--- src/rtl/i2c_evt_pkg.sv ---
package i2c_evt_pkg;
   typedef enum logic [1:0] {
      PH_ADDR = 2'b00,
      PH_RX   = 2'b01,
      PH_TX   = 2'b10,
      PH_RSVD = 2'b11
   } phase_e;

   typedef struct packed {
      logic fire;
      logic hold;
      logic force_ack;
   } evt_t;
endpackage

--- src/rtl/i2c_evt_bitcnt.sv ---
module i2c_evt_bitcnt #(
   parameter int BYTE_BITS = 8,
   localparam int CNT_W = $clog2(BYTE_BITS + 2)
) (
   input  logic             clk,
   input  logic             rst_n,
   input  logic             scl_fall,
   input  logic             clr,
   output logic [CNT_W-1:0] edge_num
);
   localparam int SLOT = BYTE_BITS + 1;

   logic [CNT_W-1:0] cnt_q;

   always_comb begin
      if (cnt_q == CNT_W'(SLOT)) edge_num = CNT_W'(1);
      else                       edge_num = cnt_q + CNT_W'(1);
   end

   always_ff @(posedge clk or negedge rst_n) begin
      if (!rst_n)        cnt_q <= '0;
      else if (clr)      cnt_q <= '0;
      else if (scl_fall) cnt_q <= edge_num;
   end
endmodule

--- src/rtl/i2c_evt_decode.sv ---
module i2c_evt_decode
   import i2c_evt_pkg::*;
#(
   parameter int BYTE_BITS = 8,
   localparam int CNT_W = $clog2(BYTE_BITS + 2)
) (
   input  logic             scl_fall,
   input  logic [CNT_W-1:0] edge_num,
   input  logic             is_master,
   input  logic [1:0]       phase,
   input  logic             addr_match,
   input  logic             ext_code,
   input  logic             restart,
   input  logic             late_sel,
   output evt_t             evt
);
   localparam int EARLY = BYTE_BITS;
   localparam int LATE  = BYTE_BITS + 1;

   logic at_early, at_late, at_data;

   assign at_early = (edge_num == CNT_W'(EARLY));
   assign at_late  = (edge_num == CNT_W'(LATE));
   assign at_data  = late_sel ? at_late : at_early;

   always_comb begin
      evt = '0;
      if (scl_fall) begin
         if (phase_e'(phase) == PH_ADDR) begin
            if (is_master) begin
               evt.fire = at_late;
               evt.hold = at_late;
            end else if (addr_match) begin
               evt.force_ack = at_early;
               evt.fire      = at_late;
               evt.hold      = at_late;
            end else if (ext_code) begin
               evt.fire = at_early;
               evt.hold = at_early;
            end else if (restart) begin
               evt.fire = at_late;
            end
         end else begin
            evt.fire = at_data;
            evt.hold = at_data;
         end
      end
   end
endmodule

--- src/rtl/i2c_evt_wait.sv ---
module i2c_evt_wait
   import i2c_evt_pkg::*;
#(
   parameter bit HOLD_FAST = 1'b1
) (
   input  logic clk,
   input  logic rst_n,
   input  evt_t evt,
   input  logic is_master,
   input  logic ack_en,
   input  logic rel_wrel,
   input  logic rel_data_wr,
   input  logic rel_start,
   input  logic rel_stop,
   output logic irq,
   output logic scl_hold,
   output logic ack_low,
   output logic wait_active
);
   logic rel_any, rel_ok;
   logic irq_q, wait_q, ack_q;

   assign rel_any = rel_wrel | rel_data_wr | (is_master & (rel_start | rel_stop));
   assign rel_ok  = wait_q & rel_any;

   always_ff @(posedge clk or negedge rst_n) begin
      if (!rst_n) begin
         irq_q  <= 1'b0;
         wait_q <= 1'b0;
         ack_q  <= 1'b0;
      end else begin
         irq_q <= evt.fire;
         if (evt.hold)    wait_q <= 1'b1;
         else if (rel_ok) wait_q <= 1'b0;
         if (evt.force_ack) ack_q <= 1'b1;
         else if (rel_ok)   ack_q <= ack_en;
      end
   end

   generate
      if (HOLD_FAST) begin : g_fast_release
         assign scl_hold = wait_q & ~rel_any;
      end else begin : g_reg_release
         assign scl_hold = wait_q;
      end
   endgenerate

   assign irq         = irq_q;
   assign ack_low     = ack_q;
   assign wait_active = wait_q;
endmodule

--- src/rtl/i2c_byte_event_ctrl.sv ---
module i2c_byte_event_ctrl
   import i2c_evt_pkg::*;
#(
   parameter int BYTE_BITS = 8,
   parameter bit HOLD_FAST = 1'b1
) (
   input  logic       clk,
   input  logic       rst_n,
   input  logic       scl_fall,
   input  logic       bus_start,
   input  logic       bus_stop,
   input  logic       is_master,
   input  logic [1:0] phase,
   input  logic       addr_match,
   input  logic       ext_code,
   input  logic       late_sel,
   input  logic       ack_en,
   input  logic       rel_wrel,
   input  logic       rel_data_wr,
   input  logic       rel_start,
   input  logic       rel_stop,
   output logic       irq,
   output logic       scl_hold,
   output logic       ack_low
);
   localparam int CNT_W = $clog2(BYTE_BITS + 2);

   generate
      if (BYTE_BITS < 2 || BYTE_BITS > 16) begin : g_bad_byte_bits
         $error("BYTE_BITS out of supported range 2..16");
      end
   endgenerate

   logic             busy_q, restart_q;
   logic [CNT_W-1:0] edge_num;
   logic             wait_active;
   evt_t             evt;

   always_ff @(posedge clk or negedge rst_n) begin
      if (!rst_n) begin
         busy_q    <= 1'b0;
         restart_q <= 1'b0;
      end else if (bus_stop) begin
         busy_q    <= 1'b0;
         restart_q <= 1'b0;
      end else if (bus_start) begin
         restart_q <= busy_q;
         busy_q    <= 1'b1;
      end
   end

   i2c_evt_bitcnt #(.BYTE_BITS(BYTE_BITS)) u_cnt (
      .clk      (clk),
      .rst_n    (rst_n),
      .scl_fall (scl_fall),
      .clr      (bus_start | bus_stop),
      .edge_num (edge_num)
   );

   i2c_evt_decode #(.BYTE_BITS(BYTE_BITS)) u_dec (
      .scl_fall   (scl_fall),
      .edge_num   (edge_num),
      .is_master  (is_master),
      .phase      (phase),
      .addr_match (addr_match),
      .ext_code   (ext_code),
      .restart    (restart_q),
      .late_sel   (late_sel),
      .evt        (evt)
   );

   i2c_evt_wait #(.HOLD_FAST(HOLD_FAST)) u_wait (
      .clk         (clk),
      .rst_n       (rst_n),
      .evt         (evt),
      .is_master   (is_master),
      .ack_en      (ack_en),
      .rel_wrel    (rel_wrel),
      .rel_data_wr (rel_data_wr),
      .rel_start   (rel_start),
      .rel_stop    (rel_stop),
      .irq         (irq),
      .scl_hold    (scl_hold),
      .ack_low     (ack_low),
      .wait_active (wait_active)
   );
endmodule

--- config.mk ---
export PLATFORM = sky130hd
export DESIGN_NAME = i2c_byte_event_ctrl
export DESIGN_NICKNAME = d
export VERILOG_FILES = /design/src/rtl/i2c_evt_pkg.sv /design/src/rtl/i2c_evt_bitcnt.sv /design/src/rtl/i2c_evt_decode.sv /design/src/rtl/i2c_evt_wait.sv /design/src/rtl/i2c_byte_event_ctrl.sv
export SDC_FILE = /design/constraint.sdc
export NUM_CORES = 1
export LEC_CHECK = 0
export BUFFER_PORTS_ARGS = -buffer_cell sky130_fd_sc_hd__clkbuf_2
export CORE_AREA = 2 2 39 41
export CTS_CLUSTER_DIAMETER = 40
export DETAILED_ROUTE_END_ITERATION = 8
export DIE_AREA = 0 0 41 43
export MAX_ROUTING_LAYER = met4
export PLACE_DENSITY = 0.74
export REMOVE_ABC_BUFFERS = 1
export SLEW_MARGIN = 10
export SYNTH_ARGS = -nofsm -noshare
export SYNTH_HDL_FRONTEND = slang
export SYNTH_SLANG_ARGS = --single-unit
--- constraint.sdc ---
create_clock -name clk -period 2.3 [get_ports clk]
set_clock_uncertainty 0.05 [all_clocks]
set_input_delay 0.23 -clock clk [delete_from_list [all_inputs] [get_ports clk]]
set_output_delay 0.23 -clock clk [all_outputs]
set_load 0.05 [all_outputs]
==> results.py, run 1 <==
metrics = {
    "synth": {
        "syn_inst": 48,
        "synth_cell_types": 22,
        "syn_area_um2": 470,
        "ys_ff_latch": 9,
        "async_flop_share_pct": 100,
        "synth_edf_count": 0,
        "avgSynthCellArea_um2": 9.80,
        "yosysWarnings": 0,
        "synth_flop_cell": "dfrtp_1",
        "synth_seq_area_share_pct": 47.9,
    },
    "run_status": {
        "status": "complete, no violations",
    },
    "cts": {
        "cts_buffers": 3,
        "ctsRootBufferMaster": "clkbuf_4",
        "cts_tree": "built",
        "post_cts_buffers": 0,
        "cts-resized-gates": 0,
        "clk-insertion-delay-late_ns": 0.26,
        "cts_buffer_depth": 2,
        "clkTransAtPathRegs_ns": 0.07,
        "cts_sinks": 9,
        "htree_levels": 1,
    },
    "finish": {
        "layout.nets": 88,
        "layout_common_cells": "clkbuf_2, dfrtp_1, nor2_1",
        "fin_cells": 87,
        "fill_cells": 140,
        "drive_gt1_share_pct": 33.8,
        "fin_util_pct": 44.6,
        "final_common_cell": "clkbuf_2",
        "diodes": 0,
        "syn_to_final_growth_pct": 31.1,
    },
    "drt": {
        "vias_per_cell": 4.98,
        "wl_per_cell_um": 11.9,
        "drt-pass1-iter-count": 3,
        "vias": 433,
        "drt_iter0_drc": 10,
        "wirelength_mm": 1.04,
        "drtAntennaViolNets": 0,
        "drc": 0,
    },
    "pwr": {
        "p_comb_share_pct": 17.9,
        "p_per_area_nw_per_um2": 583,
        "clockPowerShare_pct": 34.2,
        "intPower_w": 0.000257,
        "ir_worst_vdd_v": 0.000290,
        "net-switching-power_w": 0.000103,
        "pwr-share-seq_pct": 47.9,
        "p_leak_nw": 0.294,
        "p_sw_share_pct": 28.6,
        "design_power_total_w": 0.000360,
    },
    "grt": {
        "antenna_found_initial": 0,
        "grt_pass1_vias": 412,
        "grt_first_pass_wirelength_mm": 1.57,
        "grt_util_all_layers_pct": 13.3,
        "globalRouteOverflowTotal": 0,
        "grt_max_degree": 10,
    },
    "sta": {
        "hold_slack_ns": 0.153,
        "finalSetupViolCount": 0,
        "relSlewSlack_pct": 81.4,
        "fmax_ghz": 0.596,
        "fin_setup_tns_ns": 0,
        "rsz0062_at_grt": "false",
        "fin_crit_sh_pct": 72.9,
        "finalHoldViolations": 0,
        "layout_min_cycle_time_ns": 1.68,
        "maxSlewViolCount": 0,
        "tightest_slew_ns": 0.281,
    },
    "place": {
        "hpwl_um": 789,
        "port_buffers": 18,
        "dp.cells": 82,
        "place.gp.congestion": 0.728,
    },
    "worst_setup_path": {
        "crit_chain": "or4b_4, or3b_1, a21oi_1",
        "path_delay_family": "simple AND/OR/NAND/NOR gates",
        "critPathCapture": "u_wait.irq$_DFF_PN0_",
        "crit_start": "u_cnt.cnt_q[1]$_DFFE_PN0P_",
        "critPathMaxStageDelay_ns": 0.57,
        "start_kind": "flip-flop",
        "path_max_fanout": 8,
        "arrival_ns": 1.81,
        "reg2regPathDepth": 3,
        "cp.depth": 3,
        "timing.reg2reg.setup_slack_ns": 0.62,
        "cp.required_ns": 2.43,
        "worstReg2RegEnd": "u_wait.irq$_DFF_PN0_",
        "cp-end-kind": "flip-flop",
        "crit_buf_inv": 0,
        "slowest_stage": "or4b_4",
        "reg2reg_from": "u_cnt.cnt_q[1]$_DFFE_PN0P_",
        "crit_type": "flip-flop to flip-flop",
    },
    "floorplan": {
        "io_pins": 19,
        "coreArea_um2": 1380,
        "die-width_um": 41,
        "start_util_pct": 34.0,
        "dieArea_um2": 1760,
        "die_y_um": 43,
        "core.rowCount": 14,
    },
    "min_path": {
        "hold_path_class": "input pin to flip-flop",
    },
    "run": {
        "cap_violations": 0,
    },
}
per-layer routing:
metal	up-vias	part of all wire [%]	global-route usage [%]
met5	-	0	-
met4	0	0	4.00
met3	0	8.1	3.14
met2	20	45	20.9
met1	191	46	16.4
li1	222	-	-
state kept, by name (all words and copies together), names as in the netlist:
signal,count
u_wait.ack_low,1
u_cnt.cnt_q,4
u_wait.irq,1
restart_q,1
u_wait.wait_active,1
busy_q,1
timing repair:
action	4_1_cts	5_1_grt
endpoints found under the setup margin	0	0
hold buffers	1	0
hold endpoints to repair	9	0
power groups by stage:
stage | Sequential (W) | Combinational (W) | Clock, W
final | 0.000172 | 0.0000643 | 0.000123
after detailed placement | 0.000176 | 0.0000633 | 0
after floorplan | 0.000194 | 0.0000165 | 0
after global placement | 0.000175 | 0.0000624 | 0
after CTS | 0.000173 | 0.0000649 | 0.000129
after global routing | 0.000173 | 0.0000706 | 0.000135
worst reg2reg max path: stages, from the launching register on:
cell and delay, ns:
dfrtp_1 0.45, or4b_4 0.57, or3b_1 0.38, a21oi_1 0.15
Yosys cell counts (all sizes together), types with 2 or more instances:
| master | count | area share (%) |
|---|---|---|
| dfrtp | 9 | 48 |
| nor2 | 7 | 5.6 |
| o21ai | 5 | 5.3 |
| a21oi | 3 | 3.2 |
| mux2i | 3 | 6.4 |
| nor3 | 3 | 3.2 |
| nand2 | 2 | 1.6 |
| nand4b | 2 | 3.7 |
cell type report:
type / count / area [um^2] / area share, %
Tap cell: 16 / 20.0 / 3.25
Timing Repair Buffer: 19 / 100 / 16.2
Inverter: 1 / 3.75 / 0.609
Multi-Input combinational cell: 38 / 241 / 39.1
Clock buffer: 4 / 26.3 / 4.26
Sequential cell: 9 / 225 / 36.5
how the worst min path moves through the flow:
stage,start,end,slack [ns],depth (start not counted)
6_report,ack_en,u_wait.ack_low$_DFFE_PN0P_,0.15,3
5_1_grt,ack_en,u_wait.ack_low$_DFFE_PN0P_,0.16,3
4_1_cts,ack_en,u_wait.ack_low$_DFFE_PN0P_,0.15,3
3_5_place_dp,rst_n,u_wait.wait_active$_DFFE_PN0P_,0.05,1
3_3_place_gp,rst_n,u_wait.wait_active$_DFFE_PN0P_,0.05,1
2_1_floorplan,rst_n,busy_q$_DFFE_PN0P_,-0.12,0
through the flow:
stage               worst slack, ns  cell area [um^2]
global placement              0.681               581
finish                        0.623               617
CTS                           0.626               617
global route                  0.580               617
detailed placement            0.650               581
floorplan                     0.714               470
cells by family after synthesis:
kind of cell	Yosys count	share of synthesized area (%)
AND/OR/NAND/NOR	22	27.4
AO/OA/AOI/OAI	12	15.7
flip-flops	9	47.9
multiplexers	3	6.38
XOR/XNOR	1	1.86
buffers and inverters	1	0.797
No activity file was read; power rests on OpenSTA's default activity.
==> run 2, diff against run 1 <==
- PLACE_DENSITY: 0.74 -> 0.76
- clock period: 2.3 -> 1.4 ns (I/O delays scaled with it)
==> results.py, run 2 (synthesis results as in run 1) <==
metrics = {
    "sta": {
        "layout_min_cycle_time_ns": 1.57,
        "tightest_slew_ns": 0.276,
        "maxSlewViolCount": 0,
        "rsz0062_at_grt": "true",
        "relSlewSlack_pct": 81.4,
        "fmax_ghz": 0.636,
        "fin_ws_ns": -0.174,
        "fin_crit_sh_pct": 112,
        "finalSetupViolCount": 2,
        "finalHoldViolations": 0,
    },
    "worst_setup_path": {
        "timing.reg2reg.setup_slack_ns": -0.17,
        "arrival_ns": 1.71,
        "crit_type": "flip-flop to flip-flop",
        "cp-end-kind": "flip-flop",
        "start_kind": "flip-flop",
        "slowest_stage": "or4b_4",
        "crit_chain": "or4b_4, or3b_4, a21oi_2",
        "cp.required_ns": 1.54,
        "path_max_fanout": 3,
        "critPathMaxStageDelay_ns": 0.53,
    },
    "run": {
        "cap_violations": 0,
    },
    "cts": {
        "cts_buffer_depth": 2,
        "clk-insertion-delay-late_ns": 0.26,
        "htree_levels": 1,
        "cts_tree": "built",
        "ctsRootBufferMaster": "clkbuf_4",
        "cts_buffers": 3,
        "cts_sinks": 9,
        "clkTransAtPathRegs_ns": 0.06,
    },
    "drt": {
        "wl_per_cell_um": 13.0,
        "vias_per_cell": 5.13,
        "drtAntennaViolNets": 0,
        "drc": 0,
        "routed.top_layer": "met4",
        "wirelength_mm": 1.21,
        "route.met3.wl_um": 91,
        "vias": 477,
        "dr_wl_met2_um": 623,
        "drt_iter0_drc": 2,
        "wl_met1_um": 469,
        "drt-pass1-iter-count": 2,
    },
    "floorplan": {
        "coreArea_um2": 1380,
        "io_pins": 19,
        "start_util_pct": 34.0,
        "core.rowCount": 14,
        "dieArea_um2": 1760,
        "die-width_um": 41,
        "die_y_um": 43,
    },
    "pwr": {
        "design_power_total_w": 0.000595,
        "ir_worst_vdd_v": 0.000451,
        "p_per_area_nw_per_um2": 879,
        "p_leak_nw": 0.328,
    },
    "run_status": {
        "violations": "negative setup slack",
        "status": "finished, violations left",
    },
    "place": {
        "port_buffers": 18,
        "hpwl_um": 940,
        "place.gp.congestion": 0.799,
    },
    "finish": {
        "layout.nets": 94,
        "largest-register": "u_cnt.cnt_q",
        "diodes": 0,
        "fin_util_pct": 48.9,
        "syn_to_final_growth_pct": 43.9,
        "largest_reg_flops": 4,
        "final_common_cell": "clkbuf_2",
        "drive_gt1_share_pct": 44.2,
        "layout_common_cells": "clkbuf_2, dfrtp_1, nor2_1",
    },
    "grt": {
        "globalRouteOverflowTotal": 0,
        "grt_pass1_vias": 494,
        "grt_first_pass_wirelength_mm": 1.95,
        "grt_max_degree": 10,
        "antenna_found_initial": 0,
        "grt_util_all_layers_pct": 17.1,
    },
    "min_path": {
        "hold_path_class": "input pin to flip-flop",
    },
}
==> run 2: changes by cell type in the layout (fill, tap and decap cells not counted), sizes merged <==
cell	before	now
buf	0	6
==> run 2: power by group <==
| group | internal, W | switching [W] |
|---|---|---|
| Clock | 0.000110 | 0.0000889 |
| Sequential | 0.000275 | 0.00000732 |
| Combinational | 0.0000413 | 0.0000728 |
| Total | 0.000426 | 0.000169 |
==> run 2: through the flow <==
step	std cells	setup TNS [ns]	hold slack [ns]	instance area, um^2	setup WS, ns
3_5_place_dp	86	-0.307	-0.0383	611	-0.240
2_1_floorplan	48	-0.278	-0.206	470	-0.186
5_1_grt	93	-0.389	0.0917	677	-0.205
3_3_place_gp	86	-0.174	-0.0466	611	-0.133
4_1_cts	92	-0.248	0.0696	661	-0.171
6_report	93	-0.272	0.0722	677	-0.174
==> run 2: repair_timing <==
item | 4_1_cts | 5_1_grt
gates resized for setup | 2 | 3
setup endpoints to repair | 2 | 4
pin swaps | 3 | 1
hold endpoints to repair | 9 | 0
hold buffers | 1 | 0
buffers inserted | 1 | 1
==> run 2: area by class of cell <==
cell class | instances | area, um^2
fill | 142 | 707
multi-input combinational | 38 | 256
sequential | 9 | 225
timing repair buffer | 25 | 145
clock buffer | 4 | 26.3
tap | 16 | 20.0
inverter | 1 | 3.75
==> run 2: worst paths after layout <==
path	start	endpoint	cells after the start
worst min register to register	busy_q$_DFFE_PN0P_	busy_q$_DFFE_PN0P_	2
worst max-delay path	u_cnt.cnt_q[1]$_DFFE_PN0P_	u_wait.irq$_DFF_PN0_	3
max in group asynchronous	rst_n	u_cnt.cnt_q[0]$_DFFE_PN0P_	2
min in group asynchronous	rst_n	u_wait.wait_active$_DFFE_PN0P_	2
worst max register to register	u_cnt.cnt_q[1]$_DFFE_PN0P_	u_wait.irq$_DFF_PN0_	3
worst min-delay path	ack_en	u_wait.ack_low$_DFFE_PN0P_	3
==> run 2: layer usage <==
| metal | GRT usage, % | vias to the layer above |
|---|---|---|
| met1 | 17.4 | 216 |
| met2 | 29.1 | 20 |
| met5 | - | - |
| li1 | - | 237 |
| met3 | 3.66 | 4 |
| met4 | 8.00 | 0 |
==> run 2: critical path: cells and delay by family (launching register included) <==
family / cells / cell delay [ns]
AND/OR/NAND/NOR: 2 / 0.92
flip-flops: 1 / 0.39
AO/OA/AOI/OAI: 1 / 0.14
